==> src/rtl/mem_irq_pkg.sv <==
package mem_irq_pkg;
  localparam int NUM_SRC  = 3;
  localparam int SRC_ECC  = 0;
  localparam int SRC_NAND = 1;
  localparam int SRC_FAB  = 2;
  localparam int NUM_EXT  = 2;

  typedef struct packed {
    logic               clrStatus;
    logic               ldEnable;
    logic               selStatus;
    logic               selEnable;
    logic [NUM_SRC-1:0] evt;
  } irqStrobe_t;
endpackage

==> src/rtl/mem_irq_ctrl.sv <==
module mem_irq_ctrl
  import mem_irq_pkg::*;
#(
  parameter int ADDR_W      = 2,
  parameter int SYNC_STAGES = 2,
  parameter int STATUS_ADDR = 0,
  parameter int ENABLE_ADDR = 1
) (
  input  logic              clk,
  input  logic              rstN,
  input  logic              eccEvent,
  input  logic              nandBusyPin,
  input  logic              fabricIrqPin,
  input  logic [ADDR_W-1:0] regAddr,
  input  logic              regWrEn,
  output irqStrobe_t        stb
);
  localparam int CHAIN_W = SYNC_STAGES + 1;

  logic [NUM_EXT-1:0] extPins;
  logic [NUM_EXT-1:0] extEdge;

  assign extPins = {fabricIrqPin, nandBusyPin};

  for (genvar g = 0; g < NUM_EXT; g++) begin : g_pin
    logic [CHAIN_W-1:0] chain;

    always_ff @(posedge clk) begin
      if (!rstN) chain <= {CHAIN_W{extPins[g]}};
      else       chain <= {chain[CHAIN_W-2:0], extPins[g]};
    end

    assign extEdge[g] = chain[SYNC_STAGES-1] & ~chain[SYNC_STAGES];

    // a detected edge is a single-cycle pulse
    p_single_edge_r2: assert property (@(posedge clk) disable iff (!rstN)
      extEdge[g] |=> !extEdge[g]);
  end

  // history preloaded at reset, so no edge on the first cycle out of reset
  p_no_edge_after_reset_r11: assert property (@(posedge clk)
    $rose(rstN) |-> (extEdge == '0));

  always_comb begin
    stb.evt            = '0;
    stb.evt[SRC_ECC]   = eccEvent;
    stb.evt[SRC_NAND]  = extEdge[0];
    stb.evt[SRC_FAB]   = extEdge[1];
    stb.selStatus      = (regAddr == ADDR_W'(STATUS_ADDR));
    stb.selEnable      = (regAddr == ADDR_W'(ENABLE_ADDR));
    stb.clrStatus      = regWrEn && stb.selStatus;
    stb.ldEnable       = regWrEn && stb.selEnable;
  end
endmodule

==> src/rtl/mem_irq_dp.sv <==
module mem_irq_dp
  import mem_irq_pkg::*;
#(
  parameter int DATA_W = 8
) (
  input  logic              clk,
  input  logic              rstN,
  input  irqStrobe_t        stb,
  input  logic [DATA_W-1:0] regWrData,
  output logic [DATA_W-1:0] regRdData,
  output logic              irqOut
);
  logic [NUM_SRC-1:0] statusQ;
  logic [NUM_SRC-1:0] enableQ;
  logic [NUM_SRC-1:0] clearMask;
  logic [NUM_SRC-1:0] keepMask;
  logic [NUM_SRC-1:0] statusD;

  assign clearMask = stb.clrStatus ? regWrData[NUM_SRC-1:0] : '0;
  assign keepMask  = statusQ & ~clearMask;
  assign statusD   = keepMask | stb.evt;

  always_ff @(posedge clk) begin
    if (!rstN) begin
      statusQ <= '0;
      enableQ <= '0;
      irqOut  <= 1'b0;
    end else begin
      statusQ <= statusD;
      if (stb.ldEnable) enableQ <= regWrData[NUM_SRC-1:0];
      irqOut  <= |(statusQ & enableQ);
    end
  end

  always_comb begin
    regRdData = '0;
    if (stb.selStatus)      regRdData[NUM_SRC-1:0] = statusQ;
    else if (stb.selEnable) regRdData[NUM_SRC-1:0] = enableQ;
  end

  p_reset_clear_r1: assert property (@(posedge clk)
    !rstN |=> (statusQ == '0 && enableQ == '0 && !irqOut));

  p_sticky_r5: assert property (@(posedge clk) disable iff (!rstN)
    (keepMask != '0) |=> ((statusQ & $past(keepMask)) == $past(keepMask)));

  p_event_wins_r6: assert property (@(posedge clk) disable iff (!rstN)
    (stb.evt != '0) |=> ((statusQ & $past(stb.evt)) == $past(stb.evt)));

  p_irq_gated_r9: assert property (@(posedge clk) disable iff (!rstN)
    $rose(irqOut) |-> $past((statusQ & enableQ) != '0));
endmodule

==> src/rtl/mem_irq_agg.sv <==
module mem_irq_agg
  import mem_irq_pkg::*;
#(
  parameter int ADDR_W      = 2,
  parameter int DATA_W      = 8,
  parameter int SYNC_STAGES = 2
) (
  input  logic              clk,
  input  logic              rstN,
  input  logic              eccEvent,
  input  logic              nandBusyPin,
  input  logic              fabricIrqPin,
  input  logic [ADDR_W-1:0] regAddr,
  input  logic              regWrEn,
  input  logic [DATA_W-1:0] regWrData,
  output logic [DATA_W-1:0] regRdData,
  output logic              irqOut
);
  irqStrobe_t stb;

  mem_irq_ctrl #(
    .ADDR_W(ADDR_W), .SYNC_STAGES(SYNC_STAGES), .STATUS_ADDR(0), .ENABLE_ADDR(1)
  ) u_ctrl (
    .clk(clk), .rstN(rstN), .eccEvent(eccEvent), .nandBusyPin(nandBusyPin),
    .fabricIrqPin(fabricIrqPin), .regAddr(regAddr), .regWrEn(regWrEn), .stb(stb)
  );

  mem_irq_dp #(.DATA_W(DATA_W)) u_dp (
    .clk(clk), .rstN(rstN), .stb(stb), .regWrData(regWrData),
    .regRdData(regRdData), .irqOut(irqOut)
  );
endmodule

==> config.mk <==
export PLATFORM = sky130hd
export DESIGN_NAME = mem_irq_agg
export DESIGN_NICKNAME = d
export VERILOG_FILES = /design/src/rtl/mem_irq_pkg.sv /design/src/rtl/mem_irq_ctrl.sv /design/src/rtl/mem_irq_dp.sv /design/src/rtl/mem_irq_agg.sv
export SDC_FILE = /design/constraint.sdc
export NUM_CORES = 1
export LEC_CHECK = 0
export ABC_AREA = 1
export BUFFER_PORTS_ARGS = -buffer_cell sky130_fd_sc_hd__buf_2
export CAP_MARGIN = 20
export CELL_PAD_IN_SITES_DETAIL_PLACEMENT = 0
export CELL_PAD_IN_SITES_GLOBAL_PLACEMENT = 1
export CORE_MARGIN = 3
export CORE_UTILIZATION = 31
export CTS_CLUSTER_SIZE = 40
export DETAILED_ROUTE_END_ITERATION = 10
export PLACE_DENSITY_LB_ADDON = 0.25
export SYNTH_ARGS = -nofsm -noshare
export SYNTH_HDL_FRONTEND = slang
export SYNTH_HIERARCHICAL = 1
export SYNTH_SLANG_ARGS = --single-unit
==> constraint.sdc <==
create_clock -name clk -period 1.05 [get_ports clk]
set_input_delay 0.105 -clock clk [delete_from_list [all_inputs] [get_ports clk]]
set_output_delay 0.105 -clock clk [all_outputs]
set_load 0.03 [all_outputs]
==> results.md, run 1 <==
* Crit path cell chain: nand3_1, nand2_1, buf_4
* Setup TNS at 0 ns
* Post-DP HPWL at 838 um
* R2r worst-path depth at 4
* Setup crit start kind: flip-flop
* Routed len/inst at 8.35 um
* Fraction of layout cells with a size suffix above 1 at between 20% and 30%
* Sequential Power Share at a little under three fifths
* Port Buffers at 14
* Setup Fix Bufs, Post-CTS at 0
* Final Power at around 1000 uW
* Final WL at roughly 1.0 mm
* Total GRT Usage at about a tenth
* WP buf/inv at 1
* Syn Std Cell Area at 558 um2
* Reg-to-Reg Start: u_ctrl/g_pin[0].chain[1]$_DFF_P_
* Crit. Startpoint: u_dp/enableQ[1]$_SDFFE_PN0P_
* Fin. max-slew vios at 0
* Post-synthesis register bit count at 13
* Comb power frac at 14.4%
* Starting Density at between 30% and 40%
* CTS tree: yes
* Pin count of the biggest net entering global routing at 11
* Maximum VDD drop at roughly 0.00082 V
* Slowest-stage cell, CP: dfxtp_2
* Cells after synthesis at between 80 and 90
* Area growth syn-to-layout at 24.2%
* Vias in the first global route at about 430
* DR vias at roughly 480
* Hold path cells at 3
* Clk buf depth at 2
* Psw at 258 uW
* Final period util at a little over nine tenths
* Nets at roughly 120
* Leakage at between 0.3 and 0.4 nW
* Met1 GRT Util at approximately a tenth
* Clock latency on the worst-skew pair at 0.27 ns
* CP peak stage delay at 0.34 ns
* CP Capture Type: output pin
* Crit path time final at roughly 0.99 ns
* Boundary pin count at 25
* First-pass GRT wire length at about 1.7 mm
* Max FO, Critical Path at 3
* RePlAce Congestion at 0.749
* Clock Skew at 0.00474 ns
* Sw Share at 26.2%
* # diodes at 0
* Die X at 48.4 um
* Arrival @ worst endpoint at about 0.9 ns
* Global route total overflow at 0
* Met2 Resource Use GR at 15.8%
* GRT met3 Usage at ~3.1%
* Fin. Hold Viols at 0
* Max Fclk at 1010 MHz
* RSZ-0062 raised after global routing: yes
* Die footprint at around 0.0023 mm2
* CP Depth at 3
* Initial antenna violation count at 0
* Die H at between 40 and 50 um
* Via density per instance at between 3 and 4
* Clock Sink Count at 13
* Core Box Area at 0.00159 mm2
* Yosys warnings at 6
* CP top delay family: flip-flops
* H-tree depth at 1
* Hold Path Class: in -> reg
* DP Cell Count at approximately 120
* Busiest grt layer: met2
* Worst-path clk slew at 0.07 ns
* Distinct cell type count after synthesis at 10
* Sequential element share of the synthesized area at between 40% and 50%
* Final antenna-violating net count at 0
* Num rows at 14
* Outcome: finished, final reports clean
* DRT Pass-1 Iters at 2
* DRT iter0 DRCs at 2
* DR DRC count at 0
* Worst hold path startpoint: eccEvent
* Final Setup Violations at 0
* CP Data Required Time at approximately 0.94 ns
* Average size of a mapped cell at approximately 6.7 um2
* Root buffer cell: clkbuf_4
* Critical setup path kind: reg -> out
* Max cap viols at 0
* Power Density at 1420 mW/mm2
* Non-Filler Instances at approximately 130
* Clock power share at around 30%
* Total CTS buffers at 3
* Power Internal at about 730 uW
==> path summary, 6_finish.rpt <==
| check | endpoint | slack, ns |
|---|---|---|
| setup / recovery | regRdData[1] | 0.06 |
| hold / removal | u_dp/statusQ[0]$_SDFF_PN0_ | 0.06 |
| setup reg to reg | u_dp/statusQ[1]$_SDFF_PN0_ | 0.37 |
| hold reg to reg | u_ctrl/g_pin[1].chain[1]$_DFF_P_ | 0.43 |
==> placed cells by master (no fill, tap or decap), drive strengths merged <==
master       Yosys  layout
conb             1       5
inv             15      15
dlygate4sd3      0       2
dfxtp           13      13
o21ai            3       3
nand3            4       4
buf              6      14
nor2            10      10
clkbuf           0       4
nand2           28      28
a21oi            3       3
==> final cells by class <==
| type | count | area (um2) |
|---|---|---|
| inverters | 15 | 56.3 |
| repair buffers | 16 | 101 |
| flip-flops and latches | 13 | 268 |
| fillers | 174 | 901 |
| multi-input cells | 53 | 211 |
| well taps | 24 | 30.0 |
| clock buffers | 4 | 26.3 |
==> through the flow <==
| stage | hold slack (ns) | util, % | cell area, um2 | setup slack, ns |
|---|---|---|---|---|
| after floorplan | 0.133 | - | 573 | 0.334 |
| after global placement | 0.221 | 39.4 | 628 | 0.165 |
| after detailed placement | 0.224 | 39.4 | 628 | 0.149 |
| after CTS | 0.0626 | 42.5 | 677 | 0.00289 |
| after global routing | 0.0543 | 43.5 | 693 | 0.00465 |
| final | 0.0634 | 43.5 | 693 | 0.0646 |
==> cell usage after synthesis <==
library cell  instances  area share (%)
inv_2                 1            0.67
nand3_1               4             3.6
a21oi_1               3             2.7
buf_4                 6             8.1
o21ai_0               3             2.7
nand2_1              28              19
nor2_1               10             6.7
conb_1                1            0.67
inv_1                14             9.4
dfxtp_1              13              47
==> metal layers <==
layer,wire length (um),vias to the layer above
met2,502,12
li1,-,269
met1,444,192
met3,55,4
met4,42,0
met5,0,-
==> registers in the layout (all words and copies together) (netlist names) <==
signal / flops
u_ctrl/g_pin.chain: 6
u_dp/irqOut: 1
u_dp/enableQ: 3
u_dp/statusQ: 3
==> cells by family (layout without fill, tap and decap cells) <==
group,after synthesis,count (layout),synth area share [%]
simple gates,42,42,29.1
buf+inv,21,35,18.2
flops,13,13,46.6
compound gates,6,6,5.38
other cells,1,5,0.672
==> tightest hold or removal path: stages <==
cell and delay, ns:
buf_2 0.09, inv_1 0.04, a21oi_1 0.05
==> power groups by stage <==
stage	combinational [mW]	clock, mW	sequential (mW)
floorplan	0.106	0	0.554
global placement	0.131	0	0.555
detailed placement	0.133	0	0.556
CTS	0.140	0.308	0.545
global route	0.160	0.342	0.552
finish	0.142	0.296	0.548
==> what timing repair did <==
item / CTS / global route
gates resized for setup: 1 / 11
hold endpoints to repair: 2 / 0
hold buffers: 2 / 0
setup endpoints to repair: 1 / 3
Note: power is estimated with default switching activity, not from simulation.
==> run 2: changes to the inputs <==
--- a/config.mk
+++ b/config.mk
@@ -17,5 +17,4 @@
 export PLACE_DENSITY_LB_ADDON = 0.25
 export SYNTH_ARGS = -nofsm -noshare
 export SYNTH_HDL_FRONTEND = slang
-export SYNTH_HIERARCHICAL = 1
 export SYNTH_SLANG_ARGS = --single-unit
==> run 2 against run 1 <==
  * Utilization down 0.79 points
  * Die area down 3.7%
  * Sequential share of layout area up 1.6 points
  * Synthesized area down 4.3%
  * Sequential cell count unchanged
  * First-iteration DRC count down 50%
  * Register-to-register slack worse by 0.06 ns
  * Maximum frequency down 5.1%
  * Via count up 0.42%
  * Hold slack worse by 0.0073 ns
  * Sequential power about the same
  * Synthesized cell count down 13%
==> results.md, run 2 <==
* CP peak stage delay at 0.34 ns (about the same)
* Die footprint at 0.00226 mm2 (was 0.00234 mm2)
* Die X at 47.5 um (was 48.4 um)
* Area growth syn-to-layout at 24.6% (was 24.2%)
* Final Setup Violations at 0 (unchanged)
* Sequential element share of the synthesized area at 48.7% (was 46.6%)
* H-tree depth at 1 (unchanged)
* Top reg by flops: u_ctrl.g_pin.chain (was u_ctrl/g_pin.chain)
* Highest Signal Layer: met3 (was met4)
* Clk buf depth at 2 (unchanged)
* DRT iter0 DRCs at 1 (was 2)
* Nets at 109 (was 118)
* Routed len/inst at 9.30 um (was 8.35 um)
* Synth area leaders: dfxtp_1, nand2_1, buf_4 (was dfxtp_1, nand2_1, inv_1)
* Syn Std Cell Area at 534 um2 (was 558 um2)
* Met2 wire length at 457 um (was 502 um)
* Number of flip-flops in the largest register at 6 (unchanged)
* Die H at 47.5 um (was 48.4 um)
* Final period util at 98.9% (was 93.9%)
* Via density per instance at 4.44 (was 3.82)
* Cell with the most instances after synthesis: nand2_1 (unchanged)
* Num rows at 14 (unchanged)
* Critical setup path kind: reg -> out (unchanged)
* Max Fclk at 963 MHz (was 1010 MHz)
* Max cap viols at 0 (unchanged)
* Top-area cell type share of the netlist area at 48.7% (was 46.6%)
* First-pass GRT wire length at 1.55 mm (was 1.73 mm)
* EDFF count, synth at 0 (unchanged)
* CP Data Required Time at 0.94 ns (about the same)
* Port Buffers at 14 (unchanged)
* WP buf/inv at 2 (was 1)
* R2R Setup Slk at 0.31 ns (was 0.37 ns)
* Ys flop type: dfxtp_1 (unchanged)
* Global route total overflow at 0 (unchanged)
* Clock Skew at 0.00110 ns (was 0.00474 ns)
* Reg-to-Reg Start: u_dp.enableQ[0]$_SDFFE_PN0P_ (was u_ctrl/g_pin[0].chain[1]$_DFF_P_)
* Starting Density at 34.3% (was 35.0%)
* Clock latency on the worst-skew pair at 0.27 ns (about the same)
* Worst hold path startpoint: eccEvent (unchanged)
* Final antenna-violating net count at 0 (unchanged)
* Fraction of layout cells with a size suffix above 1 at 32.6% (was 23.8%)
* RePlAce Congestion at 0.753 (was 0.749)
* DR DRC count at 0 (unchanged)
* Final Power at 999 uW (was 986 uW)
* Fin. Hold Viols at 0 (unchanged)
* Root buffer cell: clkbuf_4 (unchanged)
* Arrival @ worst endpoint at 0.93 ns (was 0.88 ns)
* # diodes at 0 (unchanged)
* Total CTS buffers at 3 (unchanged)
* Most common cell after layout, fill and taps aside: nand2_1 (unchanged)
* Pin count of the biggest net entering global routing at 12 (was 11)
* Max FO, Critical Path at 2 (was 3)
* CP top delay family: flip-flops (unchanged)
* CP Capture Type: output pin (unchanged)
* Routed met1 length at 469 um (was 444 um)
* Core Box Area at 0.00156 mm2 (was 0.00159 mm2)
* Crit path time final at 1.04 ns (was 0.985 ns)
* Final WL at 1.00 mm (was 1.04 mm)
* DR vias at 479 (was 477)
* Crit path cell chain: inv_2, o21ai_1, buf_4 (was nand3_1, nand2_1, buf_4)
* Fin. max-slew vios at 0 (unchanged)
* Average size of a mapped cell at 7.42 um2 (was 6.72 um2)
* Vias in the first global route at 408 (was 426)
* DRT Pass-1 Iters at 4 (was 2)
* Post-synthesis register bit count at 13 (unchanged)
* Hold Path Class: in -> reg (unchanged)
* CTS tree: yes (unchanged)
* Most frequent cells after synthesis: nand2_1, dfxtp_1, inv_1 (was nand2_1, inv_1, dfxtp_1)
* Setup crit start kind: flip-flop (unchanged)
* Total GRT Usage at 10.5% (was 10.0%)
* FILL cells at 172 (was 174)
* Distinct cell type count after synthesis at 13 (was 10)
* Cells after synthesis at 72 (was 83)
* Power Density at 1500 mW/mm2 (was 1420 mW/mm2)
* Outcome: finished, final reports clean (unchanged)
* Post-DP HPWL at 730 um (was 838 um)
* RSZ-0062 raised after global routing: yes (unchanged)
* Async set or reset register ratio after synthesis at 0% (unchanged)
* Worst-path clk slew at 0.08 ns (was 0.07 ns)
* Leakage at 0.355 nW (was 0.395 nW)
* Yosys warnings at 0 (was 6)
* Crit. Startpoint: u_dp.enableQ[2]$_SDFFE_PN0P_ (was u_dp/enableQ[1]$_SDFFE_PN0P_)
* Slowest-stage cell, CP: dfxtp_2 (unchanged)
* Commonest non-fill, non-tap cells in the layout: nand2_1, buf_2, dfxtp_1 (was nand2_1, inv_1, buf_2)
* Min Hold Slack at 0.0561 ns (was 0.0634 ns)
* Boundary pin count at 25 (unchanged)
* Maximum VDD drop at 0.000832 V (was 0.000821 V)
* Largest area contributor in the netlist: dfxtp_1 (unchanged)
* Regs by FF count: u_ctrl.g_pin.chain x6, u_dp.enableQ x3, u_dp.statusQ x3 (was u_ctrl/g_pin.chain x6, u_dp/enableQ x3, u_dp/statusQ x3)
* Initial antenna violation count at 0 (unchanged)
* Metal3 WL at 77 um (was 55 um)
* Clock Sink Count at 13 (unchanged)
run 2: cell count changes after synthesis, moves of 2 or more:
cell     previous run  this run
o21ai_1             0         4
nand3_1             4         6
o21ai_0             3         1
nor2_1             10         6
inv_1              14         7
a21oi_1             3         1
nand2_1            28        25
run 2: final timing paths:
check,depth (start not counted),endpoint
hold reg to reg,1,u_dp.statusQ[1]$_SDFF_PN0_
hold / removal,3,u_dp.statusQ[0]$_SDFF_PN0_
setup reg to reg,5,u_dp.irqOut$_SDFF_PN0_
setup / recovery,3,regRdData[2]
run 2: cell families after synthesis:
family	after synthesis	share of synthesized area, %
compound gates	6	5.62
buf+inv	13	14.5
flops	13	48.7
other cells	1	0.702
simple gates	39	30.4
run 2: cell type report:
cell class	instances	area [um2]	area share, %
clock buffers	3	22.5	3.38
clock inverters	1	5.00	0.752
inverters	7	26.3	3.95
multi-input cells	50	211	31.8
flip-flops and latches	13	268	40.2
well taps	16	20.0	3.01
repair buffers	18	113	16.9
run 2: worst register-to-register path, stage by stage, from the launching register on:
cell     delay [ns]
dfxtp_2        0.33
buf_4          0.12
nand2_1        0.05
nand3_1        0.07
nand2_1        0.06
inv_1          0.03
run 2: per-stage QoR:
stage | worst slack, ns | setup TNS (ns) | cells | util (%) | cell area, um2
2_1_floorplan | 0.134 | 0 | 76 | - | 549
3_3_place_gp | 0.117 | 0 | 100 | 37.7 | 588
3_5_place_dp | 0.131 | 0 | 100 | 37.7 | 588
4_1_cts | 0.00202 | 0 | 106 | 41.7 | 651
5_1_grt | -0.0482 | -0.125 | 108 | 42.7 | 666
6_report | 0.0112 | 0 | 108 | 42.7 | 666
run 2: routing by layer:
layer,GRT usage [%],vias to the layer above
met1,10.7,212
li1,-,253
met4,3.31,0
met5,0,-
met2,17.4,14
met3,7.14,0
run 2: where the power goes:
group	switching, mW	internal (mW)
Combinational	0.0953	0.0541
Sequential	0.0154	0.532
Clock	0.161	0.141
Total	0.272	0.727
run 2: timing repair:
item | in CTS | in global routing
hold buffers | 2 | 0
setup endpoints to repair | 3 | 3
gates resized for setup | 9 | 2
hold endpoints to repair | 2 | 0
pin swaps | 3 | 2
buffers inserted | 0 | 2
==> run 3: changes to the inputs <==
--- a/config.mk
+++ b/config.mk
@@ -5,13 +5,13 @@
 export SDC_FILE = /design/constraint.sdc
 export NUM_CORES = 1
 export LEC_CHECK = 0
-export ABC_AREA = 1
+export ABC_AREA = 0
 export BUFFER_PORTS_ARGS = -buffer_cell sky130_fd_sc_hd__buf_2
 export CAP_MARGIN = 20
 export CELL_PAD_IN_SITES_DETAIL_PLACEMENT = 0
 export CELL_PAD_IN_SITES_GLOBAL_PLACEMENT = 1
 export CORE_MARGIN = 3
-export CORE_UTILIZATION = 31
+export CORE_UTILIZATION = 33
 export CTS_CLUSTER_SIZE = 40
 export DETAILED_ROUTE_END_ITERATION = 10
 export PLACE_DENSITY_LB_ADDON = 0.25
==> run 3 against run 2 <==
  * The run now ends with negative setup slack left
  * Critical path type unchanged
  * Count of clock-buffer cells in the layout rose by 1
  * Clock power fell by 2%
  * Global-route usage rose by 0.68 points
==> results.md, run 3 <==
* Boundary pin count at 25 (unchanged)
* CTS tree: yes (unchanged)
* Post-Place Cell Area at 587 um2 (was 588 um2)
* Post-synthesis register bit count at 13 (unchanged)
* CP Data Required Time at 0.94 ns (about the same)
* Worst hold path startpoint: regWrData[0] (was eccEvent)
* Top reg by flops: u_ctrl.g_pin.chain (unchanged)
* Worst-path clk slew at 0.08 ns (about the same)
* Final antenna-violating net count at 0 (unchanged)
* Fin. max-slew vios at 0 (unchanged)
* Top-area cell type share of the netlist area at 48.5% (was 48.7%)
* Distinct cell type count after synthesis at 19 (was 13)
* Fin. Hold Viols at 0 (unchanged)
* Commonest non-fill, non-tap cells in the layout: nand2_1, buf_2, buf_4, dfxtp_1, dfxtp_2 (was nand2_1, buf_2, dfxtp_1)
* Starting Density at 37.9% (was 34.3%)
* Die footprint at 0.00215 mm2 (was 0.00226 mm2)
* Reg-to-Reg Start: u_dp.enableQ[1]$_SDFFE_PN0P_ (was u_dp.enableQ[0]$_SDFFE_PN0P_)
* R2R Setup Slk at 0.06 ns (was 0.31 ns)
* Cell with the most instances after synthesis: dfxtp_1 (was nand2_1)
* Critical setup path kind: reg -> out (unchanged)
* Final period util at 101% (was 98.9%)
* Final Setup Violations at 2 (was 0)
* Pin count of the biggest net entering global routing at 17 (was 12)
* CP Capture Type: output pin (unchanged)
* Area growth syn-to-layout at 28.4% (was 24.6%)
* Most frequent cells after synthesis: dfxtp_1, nand2_1, buf_4 (was nand2_1, dfxtp_1, inv_1)
* DR vias at 423 (was 479)
* Crit path cell chain: mux2i_1, nor2_1, buf_4 (was inv_2, o21ai_1, buf_4)
* Nets at 98 (was 109)
* Number of flip-flops in the largest register at 6 (unchanged)
* Num rows at 13 (was 14)
* Post-Layout Inst Area at 689 um2 (was 666 um2)
* Outcome: finished with violations (was finished, final reports clean)
* Crit. Startpoint: u_dp.enableQ[1]$_SDFFE_PN0P_ (was u_dp.enableQ[2]$_SDFFE_PN0P_)
* Setup crit start kind: flip-flop (unchanged)
* Yosys warnings at 0 (unchanged)
* Min Hold Slack at 0.0221 ns (was 0.0561 ns)
* Clk buf depth at 2 (unchanged)
* Cells after synthesis at 59 (was 72)
* Final WL at 1.01 mm (was 1.00 mm)
* FILL cells at 147 (was 172)
* Reg2reg end: u_dp.irqOut$_SDFF_PN0_ (unchanged)
* Hold Path Class: in -> reg (unchanged)
* Clock latency on the worst-skew pair at 0.27 ns (about the same)
* RSZ-0062 raised after global routing: yes (unchanged)
* DRT Pass-1 Iters at 4 (unchanged)
* Syn Std Cell Area at 537 um2 (was 534 um2)
* Max cap viols at 0 (unchanged)
* Die X at 46.3 um (was 47.5 um)
* Clock Skew at 0.00458 ns (was 0.00110 ns)
* Crit path time final at 1.06 ns (was 1.04 ns)
* Global route total overflow at 0 (unchanged)
* Async set or reset register ratio after synthesis at 0% (unchanged)
* DR DRC count at 0 (unchanged)
* Clock Sink Count at 13 (unchanged)
* Arrival @ worst endpoint at 0.96 ns (was 0.93 ns)
* Hold path cells at 2 (was 3)
* Max FO, Critical Path at 2 (unchanged)
* Core Box Area at 0.00142 mm2 (was 0.00156 mm2)
* Port Buffers at 14 (unchanged)
* CP peak stage delay at 0.33 ns (was 0.34 ns)
* Largest area contributor in the netlist: dfxtp_1 (unchanged)
* PnR worst setup slack at -0.0104 ns (was 0.0112 ns)
* Total CTS buffers at 3 (unchanged)
* R2r worst-path depth at 3 (was 5)
* Slowest-stage cell, CP: dfxtp_2 (unchanged)
* Power Density at 1440 mW/mm2 (was 1500 mW/mm2)
* WP buf/inv at 1 (was 2)
* First-pass GRT wire length at 1.63 mm (was 1.55 mm)
* DRT iter0 DRCs at 7 (was 1)
* Leakage at 0.335 nW (was 0.355 nW)
* Initial antenna violation count at 0 (unchanged)
* Sequential cell area at 268 um2 (unchanged)
* Die H at 46.3 um (was 47.5 um)
* # diodes at 0 (unchanged)
* Routed len/inst at 10.5 um (was 9.30 um)
* Synth area leaders: dfxtp_1, nand2_1, buf_4 (unchanged)
* H-tree depth at 1 (unchanged)
* Ys flop type: dfxtp_1 (unchanged)
* Final core utilization at 48.7% (was 42.7%)
* Failing checks: negative setup slack
* Vias in the first global route at 379 (was 408)
* Sequential element share of the synthesized area at 48.5% (was 48.7%)
* Average size of a mapped cell at 9.10 um2 (was 7.42 um2)
* Root buffer cell: clkbuf_4 (unchanged)
* Multi-input logic area at 234 um2 (was 211 um2)
* RePlAce Congestion at 0.662 (was 0.753)
* Via density per instance at 4.41 (was 4.44)
* CP top delay family: flip-flops (unchanged)
* EDFF count, synth at 0 (unchanged)
* Max Fclk at 943 MHz (was 963 MHz)
* Hold EP: u_dp.statusQ[0]$_SDFF_PN0_ (unchanged)
* Total GRT Usage at 11.2% (was 10.5%)
* Regs by FF count: u_ctrl.g_pin.chain x6, u_dp.enableQ x3, u_dp.statusQ x3 (unchanged)
* Fraction of layout cells with a size suffix above 1 at 35.8% (was 32.6%)
* Maximum VDD drop at 0.000754 V (was 0.000832 V)
run 3: changes by cell type in the layout (fill, tap and decap cells not counted), moves of 3 or more:
| cell | previous run | this run |
|---|---|---|
| inv_1 | 5 | 1 |
| mux2i_1 | 0 | 3 |
| nand2_1 | 25 | 11 |
| nand3_1 | 6 | 3 |
| nor2_1 | 6 | 3 |
| nor2b_1 | 0 | 3 |
| o21ai_0 | 0 | 4 |
| o21ai_1 | 5 | 0 |
run 3: metal layers:
metal  wire length (um)  track usage, %
met5                  0               0
met4                  9            8.52
met2                436            15.7
met1                485            14.1
met3                 74            3.52
run 3: metrics by stage:
step | TNS [ns] | instances | total power [mW] | setup WS, ns
6_report | -0.0195 | 96 | 0.992 | -0.0104
5_1_grt | -0.166 | 96 | 1.05 | -0.0544
4_1_cts | -0.0287 | 95 | 1.00 | -0.0243
3_5_place_dp | 0 | 85 | 0.679 | 0.119
3_3_place_gp | 0 | 85 | 0.678 | 0.116
2_1_floorplan | 0 | 63 | 0.656 | 0.149
run 3: cell type report:
cell class                      count  area share (%)
Clock buffer                        4            3.81
Inverter                            1           0.544
Multi-Input combinational cell     42            33.9
Sequential cell                    13            38.8
Tap cell                           15            2.72
Timing Repair Buffer               21            20.1
run 3: worst reg2reg max path: stages (launching register included):
cell and delay (ns):
dfxtp_2 0.33, buf_6 0.11, a222oi_1 0.35, nor2b_1 0.08
run 3: how the worst max path moves through the flow:
stage	slack, ns	to	cells after the start
finish	-0.01	regRdData[1]	3
global route	-0.05	regRdData[2]	3
CTS	-0.02	regRdData[0]	3
global placement	0.12	u_dp.statusQ[2]$_SDFF_PN0_	4
floorplan	0.15	regRdData[0]	2
detailed placement	0.12	u_dp.statusQ[1]$_SDFF_PN0_	4
run 3: cell families after synthesis:
group / synth area share [%]
AND/OR/NAND/NOR: 22.1
flip-flops: 48.5
AO/OA/AOI/OAI: 12.4
buffers and inverters: 10.7
multiplexers: 5.59
other: 0.699
run 3: where the power goes:
group          internal (mW)  leakage, nW  switching [mW]  total (mW)
registers              0.527        0.110          0.0144       0.541
logic                 0.0679        0.210          0.0861       0.154
clock network          0.147       0.0150           0.149       0.296
total                  0.742        0.335           0.250       0.992
run 3: timing repair:
item | CTS | global route
resized for setup | 9 | 1
endpoints found under the setup margin | 3 | 4
endpoints found under the hold margin | 2 | 0
pin swaps | 0 | 1
buffers inserted | 4 | 1
hold buffers | 2 | 0
